File: config.mk
export PLATFORM = sky130hd
export DESIGN_NAME = supply_fault_seq
export DESIGN_NICKNAME = d
export VERILOG_FILES = /design/src/rtl/sfs_pkg.sv /design/src/rtl/sfs_uvlo.sv /design/src/rtl/sfs_run_counter.sv /design/src/rtl/supply_fault_seq.sv
export SDC_FILE = /design/constraint.sdc
export NUM_CORES = 1
export LEC_CHECK = 0
export ABC_AREA = 1
export BUFFER_PORTS_ARGS = -buffer_cell sky130_fd_sc_hd__clkbuf_2
export CAP_MARGIN = 15
export CORE_UTILIZATION = 50
export CTS_BUF_LIST = sky130_fd_sc_hd__clkbuf_4
export CTS_CLUSTER_DIAMETER = 50
export DETAILED_ROUTE_END_ITERATION = 8
export GPL_TIMING_DRIVEN = 1
export PLACE_DENSITY = 0.74
export SETUP_SLACK_MARGIN = 0.02
export SLEW_MARGIN = 10
export SYNTH_ARGS = -nofsm -noshare
export SYNTH_HDL_FRONTEND = slang
export SYNTH_SLANG_ARGS = --single-unit
export TNS_END_PERCENT = 1
File: constraint.sdc
create_clock -name clk -period 1.45 [get_ports clk]
set_input_delay 0.435 -clock clk [delete_from_list [all_inputs] [get_ports clk]]
set_output_delay 0.435 -clock clk [all_outputs]
set_load 0.02 [all_outputs]
File: src/rtl/sfs_pkg.sv
package sfs_pkg;

  typedef enum logic [2:0] {
    FC_NONE = 3'd0,
    FC_UVLO = 3'd1,
    FC_OLP  = 3'd2,
    FC_OTP  = 3'd3,
    FC_OVP  = 3'd4
  } fault_e;

  // Highest priority first: over-voltage, over-temperature, overload, lockout
  function automatic fault_e fault_pick(input logic ovp, input logic otp,
                                        input logic olp, input logic lock);
    if (ovp)       return FC_OVP;
    else if (otp)  return FC_OTP;
    else if (olp)  return FC_OLP;
    else if (lock) return FC_UVLO;
    else           return FC_NONE;
  endfunction

endpackage

File: src/rtl/sfs_uvlo.sv
module sfs_uvlo #(
  parameter int VDD_W        = 10,
  parameter int VDD_ON_CODE  = 140,
  parameter int VDD_OFF_CODE = 100
) (
  input  logic             clk,
  input  logic             rst,
  input  logic [VDD_W-1:0] vdd_code,
  output logic             lock_d,
  output logic             lock_q
);

  localparam logic [VDD_W-1:0] ON_C  = VDD_W'(VDD_ON_CODE);
  localparam logic [VDD_W-1:0] OFF_C = VDD_W'(VDD_OFF_CODE);

  // Two thresholds give the hysteresis band
  always_comb begin
    if (lock_q) lock_d = (vdd_code < ON_C);
    else        lock_d = (vdd_code <= OFF_C);
  end

  always_ff @(posedge clk) begin
    if (rst) lock_q <= 1'b1;
    else     lock_q <= lock_d;
  end

endmodule

File: src/rtl/sfs_run_counter.sv
module sfs_run_counter #(
  parameter int LIMIT = 16
) (
  input  logic clk,
  input  logic rst,
  input  logic clr,
  input  logic adv,
  input  logic hit,
  output logic trip
);

  localparam int CW = (LIMIT > 1) ? $clog2(LIMIT) : 1;
  localparam logic [CW-1:0] LAST = CW'(LIMIT - 1);

  logic [CW-1:0] cnt_q;

  // Trip on the event that completes an unbroken run of LIMIT hits
  assign trip = !clr && adv && hit && (cnt_q == LAST);

  always_ff @(posedge clk) begin
    if (rst || clr)   cnt_q <= '0;
    else if (adv) begin
      if (!hit || trip) cnt_q <= '0;
      else              cnt_q <= cnt_q + 1'b1;
    end
  end

endmodule

File: src/rtl/supply_fault_seq.sv
module supply_fault_seq
  import sfs_pkg::*;
#(
  parameter int VDD_W        = 10,
  parameter int VDD_ON_CODE  = 140,
  parameter int VDD_OFF_CODE = 100,
  parameter int VDD_OVP_CODE = 270,
  parameter int OLP_CYCLES   = 4096,
  parameter int OVP_DGL_CLKS = 5000
) (
  input  logic             clk,
  input  logic             rst,
  input  logic [VDD_W-1:0] vdd_code,
  input  logic             ilim_hit,
  input  logic             ot_flag,
  input  logic             cyc_stb,
  output logic             drv_en,
  output logic             gate_pull_low,
  output logic [2:0]       fault_code,
  output logic             restart
);

  localparam logic [VDD_W-1:0] OVP_C = VDD_W'(VDD_OVP_CODE);

  logic lock_d, lock_q;
  logic ovp_trip, olp_trip;
  logic ovp_lat_q, olp_lat_q, ovp_lat_d, olp_lat_d;
  logic drv_d, restart_d;
  fault_e fault_d;

  sfs_uvlo #(
    .VDD_W(VDD_W), .VDD_ON_CODE(VDD_ON_CODE), .VDD_OFF_CODE(VDD_OFF_CODE)
  ) u_uvlo (
    .clk(clk), .rst(rst), .vdd_code(vdd_code), .lock_d(lock_d), .lock_q(lock_q)
  );

  // Over-voltage deglitch: counted every clock while above the level
  sfs_run_counter #(.LIMIT(OVP_DGL_CLKS)) u_ovp_dgl (
    .clk(clk), .rst(rst), .clr(lock_d), .adv(1'b1),
    .hit(vdd_code >= OVP_C), .trip(ovp_trip)
  );

  // Overload timer: counted in current-limited switching cycles
  sfs_run_counter #(.LIMIT(OLP_CYCLES)) u_olp_tmr (
    .clk(clk), .rst(rst), .clr(lock_d), .adv(cyc_stb),
    .hit(ilim_hit), .trip(olp_trip)
  );

  always_comb begin
    ovp_lat_d = !lock_d && (ovp_lat_q || ovp_trip);
    olp_lat_d = !lock_d && (olp_lat_q || olp_trip);
    drv_d     = !lock_d && !ovp_lat_d && !olp_lat_d && !ot_flag;
    restart_d = lock_q && !lock_d;
    fault_d   = fault_pick(ovp_lat_d, ot_flag, olp_lat_d, lock_d);
  end

  always_ff @(posedge clk) begin
    if (rst) begin
      ovp_lat_q     <= 1'b0;
      olp_lat_q     <= 1'b0;
      drv_en        <= 1'b0;
      gate_pull_low <= 1'b1;
      fault_code    <= FC_UVLO;
      restart       <= 1'b0;
    end else begin
      ovp_lat_q     <= ovp_lat_d;
      olp_lat_q     <= olp_lat_d;
      drv_en        <= drv_d;
      gate_pull_low <= lock_d;
      fault_code    <= fault_d;
      restart       <= restart_d;
    end
  end

endmodule

# [Yosys cells after proc, flatten, opt, wreduce, memory -nomap -nowiden]
# Cells that the tools add are included.
[word_totals] in_bits=15 regBits=33 out_inout_bits=6
[op_classes] add_sub_neg=2 eq_ne=2 n_reduce_logical=24 muxes=6 magnitude_cmp=3
[op_table] cell="13-bit by 1-bit adder with 13-bit output, second input constant" count=1
[op_table] cell="13-bit == test, second input constant" count=1
[op_table] cell="12-bit by 1-bit adder with 12-bit output, second input constant" count=1
[op_table] cell="12-bit == test, second input constant" count=1
[op_table] cell="12-bit two-way mux" count=1
[op_table] cell="1-bit logical AND" count=11
[op_table] cell="10-bit by 9-bit >= comparator with 1-bit output, second input constant" count=1
[op_table] cell="10-bit by 7-bit less-or-equal comparator with 1-bit output, second input constant" count=1
[op_table] cell="10-bit by 8-bit < comparator with 1-bit output, second input constant" count=1
[op_table] cell="1-bit zero test" count=6
[op_table] cell="1-bit logical OR" count=5
[op_table] cell="2-bit two-way mux" count=2
[op_table] cell="2-bit OR reduction" count=2
[op_table] cell="3-bit two-way mux" count=1
[op_table] cell="1-bit two-way mux" count=2

# [Logic depth before layout (Yosys ltp)]
# Gate-level depths: netlist of the first run.
[logic_depth] word_depth=11 depth_mapped=12 depth_no_buf=11

# [Hierarchy]
# A second synthesis of the first run with hierarchy kept.
[unflattened] hier_cells=267 area_unflattened_um2=1776.7
[modules_own_cells] module="sfs_run_counter (u_ovp_dgl)" area_each_um2=747.0 cells_each=115 instances=1 seq_area_each_um2=260.2
[modules_own_cells] module="sfs_run_counter (u_olp_tmr)" area_each_um2=646.9 cells_each=91 instances=1 seq_area_each_um2=240.2
[modules_own_cells] module="supply_fault_seq" area_each_um2=269.0 cells_each=37 instances=1 seq_area_each_um2=140.1
[modules_own_cells] module="sfs_uvlo" area_each_um2=113.9 cells_each=24 instances=1 seq_area_each_um2=20.0

# [Worst setup path before layout of the first run]
# Ideal clock, no wire load.
[synth_timing] kind="input to register" startpoint="input port cyc_stb" endpoint="register u_olp_tmr.cnt_q[2]" path_slack_ns=0.007 setup_time_ns=0.119 path_stages=11 required_time_ns=1.331 arrival_ns=1.325 path_cell_list="buf_4 -> nand2_2 -> nor3_2 -> nand2_2 -> nor2_2 -> nand2_1 -> nand2_1 -> nand2_1 -> nand2_2 -> buf_6 -> nor2_2"
[synth_between] elab_chain_len=5
[synth_lines] item="start, declared" line_no="supply_fault_seq.sv:16" rtl="input logic cyc_stb,"
[synth_lines] item="1-bit logical AND (3 in a row)" line_no="sfs_run_counter.sv:18" rtl="assign trip = !clr && adv && hit && (cnt_q == LAST);"
[synth_lines] item="1-bit logical OR" line_no="sfs_run_counter.sv:23" rtl="if (!hit || trip) cnt_q <= '0;"
[synth_lines] item="12-bit two-way mux" line_no="sfs_run_counter.sv:23"
[synth_lines] item="end signal, assigned" line_no="sfs_run_counter.sv:24" rtl="else cnt_q <= cnt_q + 1'b1;"
[synth_lines] item="end, declared" line_no="sfs_run_counter.sv:15" rtl="logic [CW-1:0] cnt_q;"
# Parallel ways exist; a longest one is shown, timed or not.
# A chain may end at the register's enable or synchronous reset.

# [Worst setup path in the final report of the first run]
[layout_timing] startpoint="register u_olp_tmr.cnt_q[0]" endpoint="register u_olp_tmr.cnt_q[0]"
[layout_between] elab_chain_len=4 elab_cells_between_ends=5 cone_classes="add/sub (1); eq/ne (1); mux (1); reduce/logical (2)"
[layout_lines] item="parallel branches: the longest is 3 deep, another holds 12-bit by 1-bit adder with 12-bit output"
[layout_lines] item="12-bit two-way mux *" line_no="sfs_run_counter.sv:23"
# Every way passes the cells marked *.

==> flow_summary.toml, run 1 <==
[layout]
final_nets = 268
diodes = 0
fin_area_um2 = 1900
final_cell_mix = "nand2_1 (39), nor2_1 (33), dfxtp_1 (29)"
final_common_cell = "nand2_1"
syn2layout_area_growth_pct = 22.6
drive_gt1_share_pct = 31.7

[worst_setup_path]
path_buf_inv = 1
cp_cell_sequence = "ha_4 > nand2_4 > nor2_4 > nand2_2 > nor2_2 > nand2_1 > nand2_1 > nand2_1 > nand2_2 > buf_12 > nor2_1"
crit_path_max_incr_delay_ns = 0.37
critPathTopFamily = "simple AND/OR/NAND/NOR gates"
crit_type = "flop to flop"
worst_setup_path_start_kind = "flop"
worst_path_most_repeated_cell = "nand2_1"
crit_path_top_delay_cell = "dfxtp_2"
crit_path_end_kind = "flop"
cp.required_ns = 1.68
cp_max_fo = 11
crit_arrival_ns = 1.66

[timing]
finalMaxSlewViolations = 0
period_share_pct = 98.7
min_period_ns = 1.43
clock_skew_ns = 0.0127
fmax_ghz = 0.699
rsz0062_at_grt = "yes"
tightest_slew_ns = 0.258
hold_viol = 0
slew_headroom_pct = 82.7
setup_viol = 0

[floorplan]
fp.dieW_um = 57.7
pin_count = 21
die_y_um = 57.7
coreArea_um2 = 2850
start_util_pct = 54.4
rows = 19
dieArea_um2 = 3330

[routing]
viasPerCell = 4.86
routed_wl_um = 3010
firstDrtPassIters = 8
wire_per_inst_um = 10.6
num_vias = 1376
top_layer_used = "met4"
dr_wl_met3_um = 162
drc_errors = 1
ant_nets = 0
wl_met2_um = 1350
first_iter_violations = 40
wl_met1_um = 1430

[global_route]
grt_first_pass_wirelength_um = 5150
grt_usage_pct = 20.3
grt_pass1_vias = 1237
grt_overflow = 0
antenna_found_initial = 0
grt_max_degree = 14

[power_and_ir_drop]
sw_frac_of_total_pct = 24.6
p_per_area_nw_per_um2 = 828
leakagePower_nw = 0.814
pwr-share-seq_pct = 57.7
combPwrFrac_pct = 9.9
irDropWorstVdd_uv = 600
p_sw_mw = 0.388
clkPwrFrac_pct = 32.4
p_int_mw = 1.19
totalPowerFinal_mw = 1.58

[clocking]
clock_latency_ns = 0.33
cts_tree = "built"
clk_pin_slew_ns = 0.10
root_buffer = "clkbuf_4"
cts_made_buffers = 5
cts_num_sinks = 32
cts_buffer_depth = 2
cts-hold-fix-buffers = 0
h-tree-depth = 2

[min_path]
min_path_type = "input pin to flop"

[synth]
synth_fp_nets = 228
synth.distinct_cells = 25
synth-seq-cells = 32
ys_seq_area_share_pct = 41.3
ys_warn_count = 0
synthCells = 211
syn_area_um2 = 1550
synth_area_per_cell_um2 = 7.36

[place]
globalplace.congestion = 0.821
portBuffers = 20
place_area_um2 = 1800
dpl.hpwl_um = 2230

[status]
violations = "design-rule violations"
outcome = "complete, but fails checks"

[flow_run]
max_cap_viol_count = 0
## worst reg2reg max path, stage by stage, from the launching register on
cell	delay (ns)
dfxtp_2	0.37
ha_4	0.16
nand2_4	0.06
nor2_4	0.11
nand2_2	0.06
nor2_2	0.09
nand2_1	0.08
nand2_1	0.07
nand2_1	0.05
nand2_2	0.08
buf_12	0.14
nor2_1	0.05
## through the flow
stage	util [%]	setup slack, ns	hold WS [ns]	std cells	TNS, ns
2_1_floorplan	-	0.00690	0.418	211	0
3_3_place_gp	63.0	-0.109	0.428	275	-2.32
3_5_place_dp	63.0	-0.192	0.453	275	-4.21
4_1_cts	66.1	0.0221	0.326	283	0
5_1_grt	66.7	-0.0756	0.346	283	-0.741
6_report	66.7	0.0186	0.325	283	0
## layer usage
layer,up-vias,track usage [%]
li1,730,-
met5,-,0
met3,7,6.25
met1,601,26.3
met2,38,31.7
met4,0,8.16
## Yosys cell counts (all sizes together)
cell	number	area (um^2)
nand3b	1	7.51
buf	4	33.8
nor3	5	35.0
nand2	46	193
xnor2	4	35.0
a21o	1	7.51
ha	2	25.0
dfxtp	32	641
nand4	5	31.3
o21ai	3	15.0
or2	3	18.8
o22ai	1	6.26
nor2	49	226
nand3	11	55.1
inv	28	105
a21oi	6	30.0
xor2	10	87.6
## sequential cells by signal, summed over array words and instances, names as in the netlist
register / flops
u_ovp_dgl.cnt_q: 13
drv_en: 1
olp_lat_q: 1
restart: 1
u_uvlo.lock_q: 1
fault_code: 3
u_olp_tmr.cnt_q: 12
## area by class of cell
type / instances / area [um^2]
Fill cell: 227 / 950
Multi-Input combinational cell: 147 / 818
Sequential cell: 32 / 644
Timing Repair Buffer: 37 / 240
Inverter: 28 / 105
Clock buffer: 7 / 52.6
Tap cell: 31 / 38.8
Clock inverter: 1 / 3.75
## final timing paths
kind                                         start            endpoint  slack, ns  cells past startpoint
worst max-delay path            u_olp_tmr.cnt_q[0]  u_olp_tmr.cnt_q[0]       0.02                     11
worst min register to register  u_ovp_dgl.cnt_q[0]  u_ovp_dgl.cnt_q[0]       0.46                      1
worst min-delay path                       ot_flag       fault_code[0]       0.32                      3
worst max register to register  u_olp_tmr.cnt_q[0]  u_olp_tmr.cnt_q[0]       0.02                     11
## what timing repair did
| item | in CTS | in global routing |
|---|---|---|
| buffers inserted | 0 | 0 |
| resized for setup | 9 | 5 |
| setup endpoints to repair | 13 | 24 |
## power by group through the flow
stage / Sequential (mW) / Clock (mW) / Combinational [mW]
floorplan: 0.935 / 0 / 0.0737
global placement: 0.924 / 0 / 0.146
detailed placement: 0.924 / 0 / 0.150
CTS: 0.907 / 0.520 / 0.155
global route: 0.912 / 0.546 / 0.175
finish: 0.909 / 0.511 / 0.156
## kinds of logic (layout without fill, tap and decap cells)
group,Yosys count,after routing,synth area share (%)
buf+inv,32,73,8.94
xor+xnor,14,14,7.90
compound gates,11,11,3.79
flops,32,32,41.3
simple gates,120,120,36.5
fa+ha+maj,2,2,1.61
Power figures use the tool's default switching activity.
==> run 2, diff against run 1 <==
GPL_TIMING_DRIVEN = 0   (was 1)
PLACE_DENSITY = 0.71   (was 0.74)
SLEW_MARGIN = default   (was 10)
clock period = 1.65 ns   (was 1.45 ns; I/O delays follow)
==> flow_summary.toml, run 2 (same netlist as run 1, synthesis figures left out) <==
[status]
outcome = "finished, final reports clean"

[power_and_ir_drop]
p_sw_mw = 0.341
totalPowerFinal_mw = 1.48
clkPwrFrac_pct = 38.6
irDropWorstVdd_uv = 597
p_per_area_nw_per_um2 = 839
pwr-share-seq_pct = 53.6
combPwrFrac_pct = 7.8
p_int_mw = 1.14
sw_frac_of_total_pct = 23.0
leakagePower_nw = 0.741

[routing]
wl_met1_um = 1300
top_layer_used = "met4"
wl_met2_um = 1070
ant_nets = 0
num_vias = 1266
firstDrtPassIters = 4
dr_wl_met3_um = 122
first_iter_violations = 25
routed_wl_um = 2540
drc_errors = 0
wire_per_inst_um = 9.45
viasPerCell = 4.71

[timing]
tightest_slew_ns = 0.243
fmax_ghz = 0.664
clock_skew_ns = 0.00381
setup_ws_ns = 0.143
min_period_ns = 1.51
slew_headroom_pct = 83.7
setup_viol = 0
hold_viol = 0
period_share_pct = 91.3
rsz0062_at_grt = "no"
finalMaxSlewViolations = 0

[place]
dp_slack_ns = -0.0683
placedCellCount = 261
place_area_um2 = 1690
globalplace.congestion = 0.768
dpl.hpwl_um = 1980
portBuffers = 19

[layout]
top_regs = "u_ovp_dgl.cnt_q x13, u_olp_tmr.cnt_q x12, fault_code x3"
drive_gt1_share_pct = 23.1
final_common_cell = "nand2_1"
top_register = "u_ovp_dgl.cnt_q"
stdcell_count = 269
largest_register_ffs = 13
final_nets = 254
syn2layout_area_growth_pct = 13.8
fin_area_um2 = 1770
diodes = 0
final_cell_mix = "nand2_1 (40), nor2_1 (36), dfxtp_1 (31)"

[min_path]
holdPathStages = 3
min_path_type = "input pin to flop"

[worst_setup_path]
reg2reg_depth = 11
critical_path_depth = 11
cp_max_fo = 10
crit_path_end_kind = "flop"
crit_type = "flop to flop"
cp.required_ns = 1.88
critPathTopFamily = "simple AND/OR/NAND/NOR gates"
crit_path_max_incr_delay_ns = 0.36
worst_setup_path_start_kind = "flop"
crit_arrival_ns = 1.74
path_buf_inv = 1
worst_path_most_repeated_cell = "nand2_1"
crit_path_top_delay_cell = "dfxtp_1"
cp_cell_sequence = "ha_1 > nand2_1 > nor2_4 > nand2_2 > nor2_2 > nand2_1 > nand2_1 > nand2_1 > nand2_2 > buf_8 > nor2_2"

[clocking]
clock_latency_ns = 0.33
cts_resized = 0
post_cts_buffers = 0
cts_num_sinks = 32
cts-hold-fix-buffers = 0
cts_buffer_depth = 2
clk_pin_slew_ns = 0.10
root_buffer = "clkbuf_4"
h-tree-depth = 2
cts_tree = "built"
cts_made_buffers = 5

[floorplan]
start_util_pct = 54.4
rows = 19
pin_count = 21
die_y_um = 57.7
fp.dieW_um = 57.7
dieArea_um2 = 3330
coreArea_um2 = 2850

[global_route]
antenna_found_initial = 0
grt_first_pass_wirelength_um = 4390
grt_usage_pct = 17.1
grt_overflow = 0
grt_pass1_vias = 1110
grt_max_degree = 11

[flow_run]
max_cap_viol_count = 0
run 2: cell types whose count changed in the layout (fill, tap and decap cells not counted), moves of 2 or more:
cell	before	now
buf_4	16	3
nor2_1	33	36
nor2_2	14	11
clkbuf_4	7	5
dfxtp_1	29	31
dfxtp_2	3	1
ha_1	0	2
ha_4	2	0
run 2: path summary, 6_finish.rpt:
path	from	end	slack, ns
worst min register to register	u_ovp_dgl.cnt_q[0]	u_ovp_dgl.cnt_q[0]	0.46
worst max-delay path	u_olp_tmr.cnt_q[1]	u_olp_tmr.cnt_q[10]	0.14
worst max register to register	u_olp_tmr.cnt_q[1]	u_olp_tmr.cnt_q[10]	0.14
worst min-delay path	ot_flag	fault_code[0]	0.38
run 2: worst reg2reg max path, delay by kind of cell (launching register included):
family,cells,cell delay (ns)
fa+ha+maj,1,0.17
buf+inv,1,0.16
flops,1,0.36
simple gates,9,0.71
run 2: routing by layer:
metal,global-route usage (%),up-vias
li1,-,699
met1,20.9,539
met2,26.9,21
met3,6.92,7
met4,7.14,0
met5,0,-
run 2: power groups by stage:
stage	sequential [mW]	combinational [mW]	clock, mW
finish	0.795	0.115	0.573
global route	0.798	0.129	0.623
global placement	0.813	0.114	0
detailed placement	0.813	0.114	0
floorplan	0.822	0.0648	0
CTS	0.795	0.115	0.589
run 2: area by class of cell:
| cell class | count | area [um^2] |
|---|---|---|
| Timing Repair Buffer | 19 | 95.1 |
| Inverter | 28 | 105 |
| Tap cell | 31 | 38.8 |
| Sequential cell | 32 | 642 |
| Multi-Input combinational cell | 147 | 773 |
| Buffer | 4 | 37.5 |
| Clock inverter | 3 | 37.5 |
| Clock buffer | 5 | 37.5 |
| Fill cell | 280 | 1090 |
run 2: stage by stage:
stage	hold slack [ns]	TNS, ns	util, %
2_1_floorplan	0.418	0	-
3_3_place_gp	0.431	-1.35	59.1
3_5_place_dp	0.439	-0.975	59.1
4_1_cts	0.358	0	61.8
5_1_grt	0.362	0	61.9
6_report	0.375	0	61.9
